<file path="config.mk">
export PLATFORM = sky130hd
export DESIGN_NAME = swire_uart
export DESIGN_NICKNAME = d
export VERILOG_FILES = /design/src/rtl/swire_uart_pkg.sv /design/src/rtl/swire_prescale.sv /design/src/rtl/swire_tx.sv /design/src/rtl/swire_rx.sv /design/src/rtl/swire_dir_ctl.sv /design/src/rtl/swire_uart.sv
export SDC_FILE = /design/constraint.sdc
export NUM_CORES = 1
export LEC_CHECK = 0
export BUFFER_PORTS_ARGS = -buffer_cell sky130_fd_sc_hd__buf_2
export CAP_MARGIN = 10
export CORE_MARGIN = 2
export CORE_UTILIZATION = 48
export CTS_BUF_LIST = sky130_fd_sc_hd__clkbuf_8 sky130_fd_sc_hd__clkbuf_16
export DETAILED_ROUTE_END_ITERATION = 6
export MAX_ROUTING_LAYER = met4
export PLACE_DENSITY = 0.63
export RECOVER_POWER = 50
export SYNTH_ARGS = -nofsm -noshare
export SYNTH_HDL_FRONTEND = slang
export SYNTH_SLANG_ARGS = --single-unit
</file>
<file path="constraint.sdc">
create_clock -name clk -period 3.6 [get_ports clk]
set_clock_uncertainty 0.1 [all_clocks]
set_input_delay 0.18 -clock clk [delete_from_list [all_inputs] [get_ports clk]]
set_output_delay 0.18 -clock clk [all_outputs]
set_load 0.02 [all_outputs]
</file>
<file path="src/rtl/swire_uart_pkg.sv">
package swire_uart_pkg;

  localparam int FRAME_LEN = 10;

  typedef enum logic [1:0] {
    RX_IDLE,
    RX_START,
    RX_DATA,
    RX_STOP
  } rx_state_e;

  // A divisor of zero would stall the prescaler; it is run as one.
  function automatic int unsigned clamp_div(input int unsigned d);
    return (d == 0) ? 1 : d;
  endfunction

  // Line levels of a whole frame, bit 0 goes out first.
  function automatic logic [FRAME_LEN-1:0] build_frame(input logic [7:0] d);
    return {1'b1, d, 1'b0};
  endfunction

endpackage

</file>
<file path="src/rtl/swire_prescale.sv">
module swire_prescale #(
  parameter int DIV_W = 8
) (
  input  logic             clk,
  input  logic             rst_n,
  input  logic             restart,
  input  logic             run,
  input  logic [DIV_W-1:0] div,
  output logic             tick
);
  import swire_uart_pkg::*;

  logic [DIV_W-1:0] cnt;
  logic [DIV_W-1:0] div_l;

  assign tick = run && !restart && (cnt == div_l - DIV_W'(1));

  always_ff @(posedge clk or negedge rst_n) begin
    if (!rst_n) begin
      cnt   <= '0;
      div_l <= DIV_W'(1);
    end else if (restart) begin
      cnt   <= '0;
      div_l <= DIV_W'(clamp_div(32'(div)));
    end else if (run) begin
      cnt <= tick ? '0 : cnt + DIV_W'(1);
    end else begin
      cnt <= '0;
    end
  end

  // rate held for the whole frame once captured
  p_div_held_r10: assert property (@(posedge clk) disable iff (!rst_n)
    (run && !restart && $past(run) && !$past(restart)) |-> $stable(div_l));

endmodule

</file>
<file path="src/rtl/swire_tx.sv">
module swire_tx #(
  parameter int DIV_W = 8,
  parameter int OSR   = 16
) (
  input  logic             clk,
  input  logic             rst_n,
  input  logic [DIV_W-1:0] div,
  input  logic             enable,
  input  logic             tx_valid,
  input  logic [7:0]       tx_data,
  output logic             tx_ready,
  output logic             busy,
  output logic             drive_low
);
  import swire_uart_pkg::*;

  localparam int OSR_W = $clog2(OSR);
  localparam logic [OSR_W-1:0] OSR_LAST = OSR_W'(OSR - 1);
  localparam logic [3:0] LAST_BIT = 4'(FRAME_LEN - 1);

  logic [FRAME_LEN-1:0] shreg;
  logic [3:0]           bit_idx;
  logic [OSR_W-1:0]     osr_cnt;
  logic                 tick;
  logic                 accept;
  logic                 bit_adv;
  logic                 frame_end;

  assign tx_ready  = enable && !busy;
  assign accept    = tx_valid && tx_ready;
  assign bit_adv   = busy && tick && (osr_cnt == OSR_LAST);
  assign frame_end = bit_adv && (bit_idx == LAST_BIT);

  swire_prescale #(.DIV_W(DIV_W)) u_pre (
    .clk(clk), .rst_n(rst_n), .restart(accept), .run(busy), .div(div), .tick(tick)
  );

  always_ff @(posedge clk or negedge rst_n) begin
    if (!rst_n) begin
      busy      <= 1'b0;
      drive_low <= 1'b0;
      shreg     <= '1;
      bit_idx   <= '0;
      osr_cnt   <= '0;
    end else if (accept) begin
      shreg     <= build_frame(tx_data);
      drive_low <= 1'b1;
      busy      <= 1'b1;
      bit_idx   <= '0;
      osr_cnt   <= '0;
    end else if (busy && tick) begin
      if (osr_cnt == OSR_LAST) begin
        osr_cnt <= '0;
        if (frame_end) begin
          busy      <= 1'b0;
          drive_low <= 1'b0;
        end else begin
          bit_idx   <= bit_idx + 4'd1;
          shreg     <= {1'b1, shreg[FRAME_LEN-1:1]};
          drive_low <= !shreg[1];
        end
      end else begin
        osr_cnt <= osr_cnt + OSR_W'(1);
      end
    end
  end

  // line released outside a frame
  p_release_idle_r3: assert property (@(posedge clk) disable iff (!rst_n)
    !busy |-> !drive_low);
  // every frame opens with a low start bit
  p_start_low_r3: assert property (@(posedge clk) disable iff (!rst_n)
    $rose(busy) |-> drive_low);
  // level only moves at a bit boundary
  p_bit_hold_r3: assert property (@(posedge clk) disable iff (!rst_n)
    (busy && $past(busy) && !$past(bit_adv)) |-> $stable(drive_low));

endmodule

</file>
<file path="src/rtl/swire_rx.sv">
module swire_rx #(
  parameter int DIV_W = 8,
  parameter int OSR   = 16
) (
  input  logic             clk,
  input  logic             rst_n,
  input  logic [DIV_W-1:0] div,
  input  logic             enable,
  input  logic             line,
  output logic             rx_valid,
  output logic [7:0]       rx_data,
  output logic             frame_err
);
  import swire_uart_pkg::*;

  localparam int OSR_W = $clog2(OSR);
  localparam logic [OSR_W-1:0] MID_LAST = OSR_W'(OSR / 2 - 1);
  localparam logic [OSR_W-1:0] OSR_LAST = OSR_W'(OSR - 1);

  rx_state_e        state;
  logic [1:0]       sync;
  logic             s;
  logic             prev;
  logic [OSR_W-1:0] osr_cnt;
  logic [2:0]       bit_idx;
  logic [7:0]       shreg;
  logic             tick;
  logic             start_seen;
  logic             mid_start;
  logic             false_start;
  logic             bit_point;

  assign s           = sync[1];
  assign start_seen  = enable && (state == RX_IDLE) && prev && !s;
  assign mid_start   = (state == RX_START) && tick && (osr_cnt == MID_LAST);
  assign false_start = mid_start && s;
  assign bit_point   = ((state == RX_DATA) || (state == RX_STOP)) && tick && (osr_cnt == OSR_LAST);

  swire_prescale #(.DIV_W(DIV_W)) u_pre (
    .clk(clk), .rst_n(rst_n), .restart(start_seen), .run(state != RX_IDLE),
    .div(div), .tick(tick)
  );

  always_ff @(posedge clk or negedge rst_n) begin
    if (!rst_n) begin
      sync <= 2'b11;
      prev <= 1'b1;
    end else begin
      sync <= {sync[0], line};
      prev <= s;
    end
  end

  always_ff @(posedge clk or negedge rst_n) begin
    if (!rst_n) begin
      state     <= RX_IDLE;
      osr_cnt   <= '0;
      bit_idx   <= '0;
      shreg     <= '0;
      rx_valid  <= 1'b0;
      rx_data   <= '0;
      frame_err <= 1'b0;
    end else begin
      rx_valid <= 1'b0;
      if (!enable) begin
        state <= RX_IDLE;
      end else begin
        unique case (state)
          RX_IDLE: begin
            if (start_seen) begin
              state   <= RX_START;
              osr_cnt <= '0;
            end
          end
          RX_START: begin
            if (mid_start) begin
              osr_cnt <= '0;
              bit_idx <= '0;
              state   <= false_start ? RX_IDLE : RX_DATA;
            end else if (tick) begin
              osr_cnt <= osr_cnt + OSR_W'(1);
            end
          end
          RX_DATA: begin
            if (bit_point) begin
              osr_cnt <= '0;
              shreg   <= {s, shreg[7:1]};
              bit_idx <= bit_idx + 3'd1;
              if (bit_idx == 3'd7) state <= RX_STOP;
            end else if (tick) begin
              osr_cnt <= osr_cnt + OSR_W'(1);
            end
          end
          RX_STOP: begin
            if (bit_point) begin
              rx_valid  <= 1'b1;
              rx_data   <= shreg;
              frame_err <= !s;
              state     <= RX_IDLE;
            end else if (tick) begin
              osr_cnt <= osr_cnt + OSR_W'(1);
            end
          end
          default: state <= RX_IDLE;
        endcase
      end
    end
  end

  // one-cycle byte pulse
  p_pulse_r12: assert property (@(posedge clk) disable iff (!rst_n)
    rx_valid |=> !rx_valid);
  // nothing delivered by a disabled receiver
  p_enabled_only_r5: assert property (@(posedge clk) disable iff (!rst_n)
    rx_valid |-> $past(enable));
  // a rejected start leaves the receiver idle with no output
  p_false_start_r9: assert property (@(posedge clk) disable iff (!rst_n)
    (false_start && enable) |=> (state == RX_IDLE) && !rx_valid);

endmodule

</file>
<file path="src/rtl/swire_dir_ctl.sv">
module swire_dir_ctl (
  input  logic clk,
  input  logic rst_n,
  input  logic half,
  input  logic readback,
  input  logic tx_valid,
  input  logic tx_busy,
  output logic tx_en,
  output logic rx_en
);
  logic tx_on;
  logic rx_on;

  always_ff @(posedge clk or negedge rst_n) begin
    if (!rst_n) begin
      tx_on <= 1'b0;
      rx_on <= 1'b1;
    end else if (!half) begin
      tx_on <= 1'b0;
      rx_on <= 1'b1;
    end else if (!tx_on && tx_valid) begin
      tx_on <= 1'b1;
      rx_on <= readback;
    end else if (tx_on && !tx_busy && !tx_valid) begin
      tx_on <= 1'b0;
      rx_on <= 1'b1;
    end
  end

  assign tx_en = !half || tx_on;
  assign rx_en = !half || rx_on;

  // receiver setting taken from readback when the transmitter turns on
  p_take_readback_r2: assert property (@(posedge clk) disable iff (!rst_n)
    (half && $rose(tx_on)) |-> (rx_on == $past(readback)));
  // with the transmitter off the receiver listens
  p_idle_listens_r1: assert property (@(posedge clk) disable iff (!rst_n)
    !tx_on |-> rx_on);
  // receiver setting frozen while the transmitter stays on
  p_burst_hold_r6: assert property (@(posedge clk) disable iff (!rst_n)
    (half && $past(half) && tx_on && $past(tx_on)) |-> $stable(rx_on));

endmodule

</file>
<file path="src/rtl/swire_uart.sv">
module swire_uart #(
  parameter int DIV_W = 8,
  parameter int OSR   = 16
) (
  input  logic             clk,
  input  logic             rst_n,
  input  logic             cfg_half_duplex,
  input  logic             cfg_readback,
  input  logic [DIV_W-1:0] cfg_baud_div,
  input  logic             tx_valid,
  input  logic [7:0]       tx_data,
  output logic             tx_ready,
  output logic             rx_valid,
  output logic [7:0]       rx_data,
  output logic             rx_frame_err,
  input  logic             line_in,
  input  logic             rxd_in,
  output logic             line_pull_low
);
  logic tx_en_w;
  logic rx_en_w;
  logic tx_busy_w;
  logic rx_src_w;

  assign rx_src_w = cfg_half_duplex ? line_in : rxd_in;

  swire_dir_ctl u_dir (
    .clk(clk), .rst_n(rst_n), .half(cfg_half_duplex), .readback(cfg_readback),
    .tx_valid(tx_valid), .tx_busy(tx_busy_w), .tx_en(tx_en_w), .rx_en(rx_en_w)
  );

  swire_tx #(.DIV_W(DIV_W), .OSR(OSR)) u_tx (
    .clk(clk), .rst_n(rst_n), .div(cfg_baud_div), .enable(tx_en_w),
    .tx_valid(tx_valid), .tx_data(tx_data), .tx_ready(tx_ready),
    .busy(tx_busy_w), .drive_low(line_pull_low)
  );

  swire_rx #(.DIV_W(DIV_W), .OSR(OSR)) u_rx (
    .clk(clk), .rst_n(rst_n), .div(cfg_baud_div), .enable(rx_en_w),
    .line(rx_src_w), .rx_valid(rx_valid), .rx_data(rx_data), .frame_err(rx_frame_err)
  );

  // a frame never starts while the transmitter is switched off
  p_start_needs_enable_r2: assert property (@(posedge clk) disable iff (!rst_n)
    $rose(tx_busy_w) |-> $past(tx_en_w));
  // no pull on the wire while the transmitter is off
  p_released_when_off_r1: assert property (@(posedge clk) disable iff (!rst_n)
    !tx_en_w |-> !line_pull_low);

endmodule

</file>
**Word-level counts from Yosys, hierarchy flattened**

Cells that the tools add are included.

- Output and inout port bits: 12
- Register bits: 84
- Word-level logic and storage cells: 148

- Reductions and logical operators: 46
- Multiplexer cells: 53
- $add $sub $neg: 8
- Equality and inequality tests: 21

Operators by type and width:

| cell | number |
|---|---|
| 8-bit two-way mux | 7 |
| 4-bit two-way mux | 12 |
| 10-bit two-way mux | 4 |
| 1-bit logical AND | 20 |
| 1-bit two-way mux | 18 |
| 8-bit by 1-bit adder with 8-bit output, second input constant | 2 |
| 8-bit == test | 2 |
| 4-bit case mux with 4 select lines | 1 |
| 8-bit by 1-bit subtractor with 8-bit output, second input constant | 2 |
| 3-bit != test, second input constant | 5 |
| 3-bit AND reduction | 5 |
| 2-bit two-way mux | 7 |
| 4-bit by 1-bit adder with 4-bit output, second input constant | 3 |
| 4-bit == test, second input constant | 3 |
| 2-bit nonzero test | 5 |
| 1-bit logical NOT | 8 |
| 8-bit logical NOT | 1 |
| 2-bit case mux with 4 select lines | 1 |
| 3-bit two-way mux | 2 |
| 2-bit != test, second input constant | 3 |
| 3-bit case mux with 2 select lines | 1 |
| 5-bit AND reduction | 1 |
| 2-bit == test, second input constant | 2 |
| 4-bit by 3-bit == test with 1-bit output, second input constant | 1 |
| 9 further kinds | 12 |

**Logic depth before layout (Yosys ltp)**

- Depth after elaboration: 15
- Depth in mapped cells: 10

**Cells and area by module**

A second synthesis with hierarchy kept.

- Cell total of the unflattened synthesis: 390
- Area total of the unflattened synthesis: 4429.2 um^2

Modules (own cells, without submodules):

| module | times used | sequential area each (um^2) | cells an instance | area an instance (um^2) |
|---|---|---|---|---|
| swire_rx | 1 | 754.5 | 117 | 1516.5 |
| swire_tx | 1 | 460.4 | 98 | 950.9 |
| swire_prescale at u_rx.u_pre | 1 | 401.6 | 82 | 917.1 |
| swire_prescale at u_tx.u_pre | 1 | 401.6 | 81 | 914.6 |
| swire_dir_ctl | 1 | 51.3 | 11 | 115.1 |
| swire_uart | 1 | 0.0 | 1 | 15.0 |

**Worst setup path before layout**

No wires, ideal clock.

- Path kind: register to register
- Start: register u_rx.u_pre.div_l[0]
- End: register u_rx.state[1]
- Clock period less this slack: 2738 ps
- Stages on the path, launching flop included: 10
- Setup slack: 862 ps
- Library setup time: 122 ps
- Required time: 3378 ps
- Data arrival time: 2516 ps
- Path through: dfstp_2 > inv_1 > ha_1 > o21ba_1 > a221oi_2 > o22ai_2 > nor4_4 > nor2b_1 > or4_1 > mux2i_1

- Longest elaborated chain between the ends: 10

RTL lines:

| item | RTL line | source |
|---|---|---|
| start, declared | swire_prescale.sv:14 | `logic [DIV_W-1:0] div_l;` |
| start signal, assigned | swire_prescale.sv:24 | `div_l <= DIV_W'(clamp_div(32'(div)));` |
| 8-bit by 1-bit subtractor with 8-bit output * | swire_prescale.sv:16 | `assign tick = run && !restart && (cnt == div_l - DIV_W'(1));` |
| 8-bit == test * | swire_prescale.sv:16 |  |
| 1-bit logical AND * | swire_prescale.sv:16 |  |
| 1-bit logical AND (2 in a row) | swire_rx.sv:35 | `assign mid_start = (state == RX_START) && tick && (osr_cnt == MID_LAST);` |
| 1-bit logical AND | swire_rx.sv:36 | `assign false_start = mid_start && s;` |
| 2-bit two-way mux | swire_rx.sv:79 | `state <= false_start ? RX_IDLE : RX_DATA;` |
| 2-bit two-way mux | swire_rx.sv:76 | `if (mid_start) begin` |
| 2-bit case mux with 4 select lines | swire_rx.sv:68 | `unique case (state)` |
| 2-bit two-way mux | swire_rx.sv:65 | `if (!enable) begin` |
| end signal, assigned | swire_rx.sv:79 |  |
| end, declared | swire_rx.sv:20 | `rx_state_e state;` |

Every way passes the cells marked *; elsewhere a longest branch is shown, timed or not. The select of a mux whose other input is x is not followed.
A chain may end at the register's enable or synchronous reset.

**Worst setup path in the final report**

- Start: register u_rx.u_pre.div_l[0]
- End: register u_rx.bit_idx[0]

- Longest elaborated chain between the ends: 7

RTL lines:

| item | RTL line | source |
|---|---|---|
| 8-bit by 1-bit subtractor with 8-bit output * | swire_prescale.sv:16 |  |
| 8-bit == test * | swire_prescale.sv:16 |  |
| 1-bit logical AND * | swire_prescale.sv:16 |  |
| 1-bit logical AND (on tied branches) (2 in a row) | swire_rx.sv:35, swire_rx.sv:37 |  |
| 2-bit by 1-bit != test with 1-bit output (no line) | -- |  |
| 4-bit AND reduction (no line) * | -- |  |
| end signal, assigned | swire_rx.sv:88 | `bit_idx <= bit_idx + 3'd1;` |
| end, declared | swire_rx.sv:25 | `logic [2:0] bit_idx;` |

Every way passes the cells marked *; elsewhere a longest branch is shown, timed or not.

==> impl_metrics.ini <==
[clock_tree]
cts_inserted_buffers = 9
clock_path_buffers = 2
cts_hold_buf = 18
post-cts-setup-buffers = 0
cts_sinks = 82
clk-insertion-delay-late_ns = 0.36
htree_levels = 3
cts_resized = 0
cts.clk_slew.worst_paths_ns = 0.09
cts_tree = done
root_buffer = clkbuf_8

[setup_path]
cpMaxStageDelayCell = dfstp_2
crit_type = reg2reg
crit_required_ns = 3.80
critical_path.top_delay_family = simple AND/OR/NAND/NOR gates
crit_chain = inv_1 > ha_1 > o21ba_1 > a221oi_2 > o22ai_2 > nor3_2 > nand4_2 > nor3b_2 > mux2_2
crit_fanout = 9
critical_path_arrival_ns = 3.24
start_kind = flip-flop
end_kind = flip-flop
critPathMaxStageDelay_ns = 0.59
path_buf_inv = 1

[synth]
syn-cell-area_sq_mm = 0.004208
syn_inst = 414
ys_ff_latch = 82
ys_seq_area_frac = 0.4918
ys_warn_count = 0
yosys.area.top_type = dfrtp_1
yosysMostFrequentCell = dfrtp_1
async_reset_ff_frac = 1.000
synth_cell_types = 55
synth_flop_cell = dfrtp_1
netlist_top_cells_count = dfrtp_1 (68), nand2_1 (64), nor2_1 (35)
yosysTopAreaCellShare = 0.4044
post_synth.cell_area_avg_sq_um = 10.16
synth-edff-count = 0
synth_nets = 452
synthTopCellsByArea = dfrtp_1 (40%), dfstp_2 (8.7%), nand2_1 (5.7%)

[timing]
rsz0062_at_grt = false
relSlewSlack = -0.3215
finalHoldViolations = 0
setup_violations = 0
slew_viol_final = 83
period_share = 0.8429
max_slew.worst_pin.slew_ns = 1.982
tns_ns = 0
min_period_ns = 3.034
fmax_ghz = 0.3296

[worst_hold_path]
hold_class = in2reg

[status]
outcome = finished with violations
failed_checks = capacitance limit, slew limit

[pwr]
peakVddDrop_mv = 0.3236
powerDensity_mw_per_mm2 = 582.1
leakagePower_uw = 0.002275

[global_route]
grt_pass1_wl_microns = 14800
antenna_found_initial = 0
grt.total_usage = 0.1955
globalRouteOverflowTotal = 0
first_global_vias = 3087
grt_max_degree = 83

[drt]
num_vias = 3131
viasPerCell = 5.398
dr_wl_met3_microns = 410
dr.pass1.iters = 4
drc = 0
maxUsedRoutingLayer = met4
wl_microns = 8443
postRouteAntennaNets = 0
m1WireLength_microns = 4122
wl_met2_microns = 3848
drt-wirelength-per-cell_microns = 14.56
first_iter_violations = 147

[flow_run]
cap_violations = 1

[floorplanning]
die_x_microns = 97.63
die-area_sq_mm = 0.009532
io_pins = 35
row_count = 34
die_height_microns = 97.63
start_util = 0.4897
coreArea_sq_mm = 0.008593

[final_layout]
fin_nets = 505
fin_area_sq_mm = 0.004846
syn2layout_area_growth_pct = 15.17
drive_above_1_share = 0.1758
diodes = 0
num-fill-cells = 778

[placement]
dp_hpwl_microns = 5828
gp_congestion = 0.8765
placed_area_sq_mm = 0.004479
place.port_buffers = 34
## metrics by stage
| step | setup slack (ns) | hold WS (ns) | power, uW | utilization | std cells |
|---|---|---|---|---|---|
| CTS | 0.5637 | 0.001553 | 2844 | 0.5658 | 580 |
| global placement | 0.6807 | 0.2490 | 2107 | 0.5213 | 546 |
| finish | 0.5657 | 0.01624 | 2821 | 0.5639 | 580 |
| detailed placement | 0.5844 | 0.2485 | 2133 | 0.5213 | 546 |
| global route | 0.3446 | 0.02623 | 3008 | 0.5639 | 580 |
| floorplan | 0.8617 | -0.2156 | 1917 | - | 414 |
## registers in the layout (all words and copies together) (netlist names), 4 cells and up
signal and count:
u_tx.osr_cnt 4, u_tx.shreg 8, u_tx.u_pre.div_l 8, u_rx.u_pre.cnt 8, u_rx.osr_cnt 4, u_rx.u_pre.div_l 8
u_rx.rx_data 8, u_tx.u_pre.cnt 8, u_rx.shreg 8, u_tx.bit_idx 4
## kinds of logic after synthesis
| group | share of synthesized area |
|---|---|
| compound gates | 0.09307 |
| flops | 0.4918 |
| xor+xnor | 0.07493 |
| fa+ha+maj | 0.04460 |
| mux | 0.06661 |
| simple gates | 0.2087 |
| buf+inv | 0.02022 |
## routing by layer
| metal | vias up | GRT usage |
|---|---|---|
| li1 | 1547 | - |
| met1 | 1499 | 0.2588 |
| met2 | 81 | 0.3034 |
| met3 | 4 | 0.05755 |
| met4 | 0 | 0.03846 |
| met5 | - | - |
## tightest hold or removal path: stages
cell	delay, ns
buf_2	0.12
nand2_1	0.05
o21ai_0	0.08
## final timing paths
path | start | end | slack, ns | depth (start not counted)
max | u_rx.u_pre.div_l[0] | u_rx.bit_idx[0] | 0.57 | 9
min | cfg_baud_div[1] | u_rx.u_pre.div_l[1] | 0.02 | 3
max reg2reg | u_rx.u_pre.div_l[0] | u_rx.bit_idx[0] | 0.57 | 9
min reg2reg | u_rx.sync[0] | u_rx.sync[1] | 0.27 | 0
max in group asynchronous | rst_n | u_rx.state[0] | 1.41 | 2
min in group asynchronous | rst_n | u_rx.rx_data[2] | 0.81 | 2
## final cells by class
class                      instances  area (sq um)  area share
sequential                        82          2069      0.4271
clock inverter                     6         65.06     0.01343
timing repair buffer              53         344.1     0.07100
inverter                          11         41.29    0.008521
multi-input combinational        310          2053      0.4237
clock buffer                      10         137.6     0.02840
tap                              108         135.1     0.02789
## placed cells by master, fill, tap and decap left out, drive strengths merged, types with 18 or more instances in the layout
cell type / count
dfrtp: 68
nand2: 64
nor2: 35
buf: 23
nand3: 22
clkbuf: 22
xor2: 20
a21oi: 20
dlygate4sd3: 18
## power by group
group	internal, uW	leakage (uW)	switching [uW]	total (uW)
Sequential	1100	0.00103	201	1300
Clock	339	0.0000963	347	686
Combinational	390	0.00115	448	838
(Power assumes the default switching activity.)
